**config.mk**
```make
export PLATFORM = sky130hd
export DESIGN_NAME = seq1101_detect
export DESIGN_NICKNAME = d
export VERILOG_FILES = /design/src/rtl/seq1101_pkg.sv /design/src/rtl/seq1101_late_fsm.sv /design/src/rtl/seq1101_early_fsm.sv /design/src/rtl/seq1101_detect.sv
export SDC_FILE = /design/constraint.sdc
export NUM_CORES = 1
export LEC_CHECK = 0
export ABC_CLOCK_PERIOD_IN_PS = 900
export CELL_PAD_IN_SITES_DETAIL_PLACEMENT = 1
export CELL_PAD_IN_SITES_GLOBAL_PLACEMENT = 1
export CORE_AREA = 10 10 47 49
export DETAILED_ROUTE_END_ITERATION = 7
export DIE_AREA = 0 0 57 59
export DONT_BUFFER_PORTS = 1
export PLACE_DENSITY = 0.36
export SLEW_MARGIN = 40
export SYNTH_ARGS = -nofsm -noshare
export SYNTH_HDL_FRONTEND = slang
export SYNTH_SLANG_ARGS = --single-unit
```
**constraint.sdc**
```tcl
create_clock -name clk -period 0.9 [get_ports clk]
set_input_delay 0.135 -clock clk [delete_from_list [all_inputs] [get_ports clk]]
set_output_delay 0.135 -clock clk [all_outputs]
set_load 0.005 [all_outputs]
```
**src/rtl/seq1101_pkg.sv**
```systemverilog
package seq1101_pkg;

  localparam int unsigned LATE_STW  = 3;
  localparam int unsigned EARLY_STW = 2;

  typedef enum logic [LATE_STW-1:0] {
    LS_IDLE  = 3'd0,
    LS_ONE   = 3'd1,
    LS_TWO   = 3'd2,
    LS_ZERO  = 3'd3,
    LS_MATCH = 3'd4
  } late_st_e;

  typedef enum logic [EARLY_STW-1:0] {
    ES_IDLE = 2'd0,
    ES_ONE  = 2'd1,
    ES_TWO  = 2'd2,
    ES_ZERO = 2'd3
  } early_st_e;

endpackage

```
**src/rtl/seq1101_late_fsm.sv**
```systemverilog
module seq1101_late_fsm
  import seq1101_pkg::*;
(
  input  logic clk,
  input  logic rst_n,
  input  logic bit_in,
  output logic flag
);

  late_st_e cur_q;
  late_st_e nxt_d;

  always_comb begin
    nxt_d = cur_q;
    unique case (cur_q)
      LS_IDLE:  nxt_d = bit_in ? LS_ONE   : LS_IDLE;
      LS_ONE:   nxt_d = bit_in ? LS_TWO   : LS_IDLE;
      LS_TWO:   nxt_d = bit_in ? LS_TWO   : LS_ZERO;
      LS_ZERO:  nxt_d = bit_in ? LS_MATCH : LS_IDLE;
      LS_MATCH: nxt_d = bit_in ? LS_TWO   : LS_IDLE;
      default:  nxt_d = LS_IDLE;
    endcase
  end

  always_ff @(posedge clk or negedge rst_n) begin
    if (!rst_n) begin
      cur_q <= LS_IDLE;
    end else begin
      cur_q <= nxt_d;
    end
  end

  assign flag = (cur_q == LS_MATCH);

endmodule

```
**src/rtl/seq1101_early_fsm.sv**
```systemverilog
module seq1101_early_fsm
  import seq1101_pkg::*;
(
  input  logic clk,
  input  logic rst_n,
  input  logic bit_in,
  output logic flag
);

  early_st_e cur_q;
  early_st_e nxt_d;
  logic      flag_d;

  always_comb begin
    nxt_d  = cur_q;
    flag_d = 1'b0;
    unique case (cur_q)
      ES_IDLE: nxt_d = bit_in ? ES_ONE : ES_IDLE;
      ES_ONE:  nxt_d = bit_in ? ES_TWO : ES_IDLE;
      ES_TWO:  nxt_d = bit_in ? ES_TWO : ES_ZERO;
      ES_ZERO: begin
        nxt_d  = bit_in ? ES_ONE : ES_IDLE;
        flag_d = bit_in;
      end
      default: nxt_d = ES_IDLE;
    endcase
  end

  always_ff @(posedge clk or negedge rst_n) begin
    if (!rst_n) begin
      cur_q <= ES_IDLE;
    end else begin
      cur_q <= nxt_d;
    end
  end

  // Held low while reset is applied, even if the input is high.
  assign flag = flag_d & rst_n;

endmodule

```
**src/rtl/seq1101_detect.sv**
```systemverilog
module seq1101_detect (
  input  logic clk,
  input  logic rst_n,
  input  logic bit_in,
  output logic hit_now,
  output logic hit_late
);

  seq1101_early_fsm u_early (
    .clk    (clk),
    .rst_n  (rst_n),
    .bit_in (bit_in),
    .flag   (hit_now)
  );

  seq1101_late_fsm u_late (
    .clk    (clk),
    .rst_n  (rst_n),
    .bit_in (bit_in),
    .flag   (hit_late)
  );

endmodule

```
==> flow_summary.toml <==
[outcome]
outcome = "finished, violations left"
violations = "setup timing"

[pwr]
leakage_uw = 0.0001851
p_per_area_nw_per_um2 = 2898
swShare_pct = 30.69
seq_power_share_pct = 36.1
power.switching_uw = 356.1
power.internal_uw = 804.3
pwr-share-comb_pct = 41.0
pwr-share-clk_pct = 22.9
irDropWorstVdd_mv = 0.9778

[setup_path]
critPathMaxStageDelay_ps = 400
critPathBufInv = 0
critPathTopFamily = "flip-flops"
crit_path_end_kind = "primary output"
cp_cell_sequence = "ha_2, and3_4"
cp.arrival_ps = 970
worstRegToRegCells = 3
setup.worst_path.start_class = "register"
worst_ep_required_time_ps = 760
slowest_stage = "dfrtp_1"
criticalPathCategory = "reg2out"
crit_fanout = 3
cp_num_cells = 2

[timing]
min_period_ps = 1105
finalSetupViolations = 6
skew_ps = 1.202
tightest_slew_ps = 251.3
holdWs_ps = 46.76
period_share_pct = 122.8
timing_max_transition_violations_final = 0
relSlewSlack_pct = 83.19
final_hold_viol_count = 0
timing.fmax_mhz = 904.7
setup_slack_ps = -205.4
rsz0062_at_grt = "yes"

[yosys]
synth_nets = 27
synth.distinct_cells = 11
synthCells = 21
syn_area_um2 = 266.5
ys_warn_count = 0
ys_seq_area_share_pct = 46.95
post_synth.cell_area_avg_um2 = 12.69
ys_ff_latch = 5

[min_path]
hp-class = "in2reg"
hold_depth = 1

[global_routing]
grt_max_degree = 8
grt_remaining_overflow = 0
grt_pass1_wl_mm = 1.048
grt_pass1_vias = 243
groute.usage.overall_pct = 4.233
antenna_found_initial = 0

[cells_and_area]
drive_above_1_share_pct = 53.13
fin_util_pct = 28.57
fin_nets = 39
diodes = 0
syn2layout_area_growth_pct = 50.23

[placed_design]
io_buffers = 0
dp_hpwl_um = 468.6
gp_congestion = 0.5765

[floorplanning]
initial_core_util_pct = 19.02
ioPinCount = 5
die_h_um = 59
core_area_um2 = 1401
design.die.area_um2 = 3363
rows = 14
die_w_um = 57

[cts]
h-tree-depth = 1
clk_latency_ps = 240
ctsLongestPathBuffers = 2
clock-sinks = 5
clk_pin_slew_worst_paths_ps = 50
cts_tree = "yes"
cts_root_buf = "clkbuf_4"
cts_made_buffers = 3

[drt]
finalWirelength_um = 651
drtIter0Drc = 0
wl_per_cell_um = 13.56
drc = 0
via_count = 205
viasPerCell = 4.271
drtAntennaViolNets = 0
first_pass_iters = 1

[run]
maxCapViolCount = 0
==> power groups by stage <==
stage	clock [µW]	sequential, µW	combinational (µW)
after floorplan	0	391	190
after global placement	0	395	252
after detailed placement	0	412	278
after CTS	286	417	420
after global routing	311	430	523
final	266	419	476
==> synth_stat cells <==
cell type / count / area share (%)
nor3_1: 1 / 1.9
nor3b_1: 2 / 5.6
and3_2: 1 / 2.8
nor4bb_1: 2 / 7.5
inv_1: 2 / 2.8
xnor2_1: 1 / 3.3
dfrtp_1: 5 / 47
and4b_2: 1 / 4.2
or3_1: 1 / 2.3
mux2_2: 2 / 8.5
ha_1: 3 / 14
==> stage by stage <==
stage | instance area (µm²) | cells | power, µW | setup WS, ps | TNS [ps]
3_5_place_dp | 301.5 | 39 | 690.0 | -175.3 | -556.5
2_1_floorplan | 266.5 | 21 | 580.4 | -122.7 | -313.1
3_3_place_gp | 301.5 | 39 | 647.1 | -131.0 | -399.7
4_1_cts | 385.4 | 47 | 1123 | -229.1 | -934.3
5_1_grt | 400.4 | 48 | 1263 | -257.1 | -1263
6_report | 400.4 | 48 | 1160 | -205.4 | -964.0
==> sequential cells by signal (all words and copies together) (netlist names) <==
| signal | cells |
|---|---|
| u_early.cur_q | 2 |
| u_late.cur_q | 3 |
==> path summary, 6_finish.rpt <==
path / start / slack, ps / to
setup / recovery: u_early.cur_q[0] / -210 / hit_now
hold / removal: bit_in / 50 / u_early.cur_q[1]
setup reg to reg: u_early.cur_q[0] / -190 / u_early.cur_q[1]
hold reg to reg: u_late.cur_q[2] / 610 / u_late.cur_q[0]
max in group asynchronous: rst_n / 490 / u_late.cur_q[0]
min in group asynchronous: rst_n / 190 / u_early.cur_q[1]
==> what timing repair did <==
action	CTS	global route
setup buffers	3	2
endpoints found under the setup margin	5	7
pin swaps	3	3
resized for setup	7	3
hold endpoints to repair	5	0
hold buffers	1	0
==> layout by cell type, fill, tap and decap left out, types with 2 or more instances in the layout <==
master | netlist | routed
dfrtp_1 | 5 | 4
buf_4 | 0 | 4
ha_2 | 0 | 2
nor4bb_1 | 2 | 2
buf_6 | 0 | 2
clkbuf_4 | 0 | 3
inv_1 | 2 | 2
==> routing by layer <==
layer | vias to the layer above | track usage, % | wire (µm)
li1 | 97 | - | -
met1 | 103 | 3.440 | 234
met2 | 5 | 6.977 | 355
met3 | 0 | 2.575 | 61
met4 | 0 | 4.027 | 0
met5 | - | 0 | 0
==> logic make-up (layout without fill, tap and decap cells) <==
| family | Yosys count | count (layout) | share of synthesized area (%) |
|---|---|---|---|
| buffers and inverters | 2 | 13 | 2.818 |
| XOR/XNOR | 1 | 1 | 3.287 |
| multiplexers | 2 | 2 | 8.450 |
| AND/OR/NAND/NOR | 8 | 8 | 24.41 |
| adder cells (fa/ha/maj) | 3 | 3 | 14.09 |
| flip-flops | 5 | 5 | 46.95 |
==> layout make-up <==
class	count	area [µm²]
fill	165	1001
tap	16	20.02
sequential	5	126.4
clock buffer	4	26.28
timing repair buffer	7	62.56
inverter	2	7.507
multi-input combinational	14	157.7
Note: power is estimated with default switching activity, not from simulation.
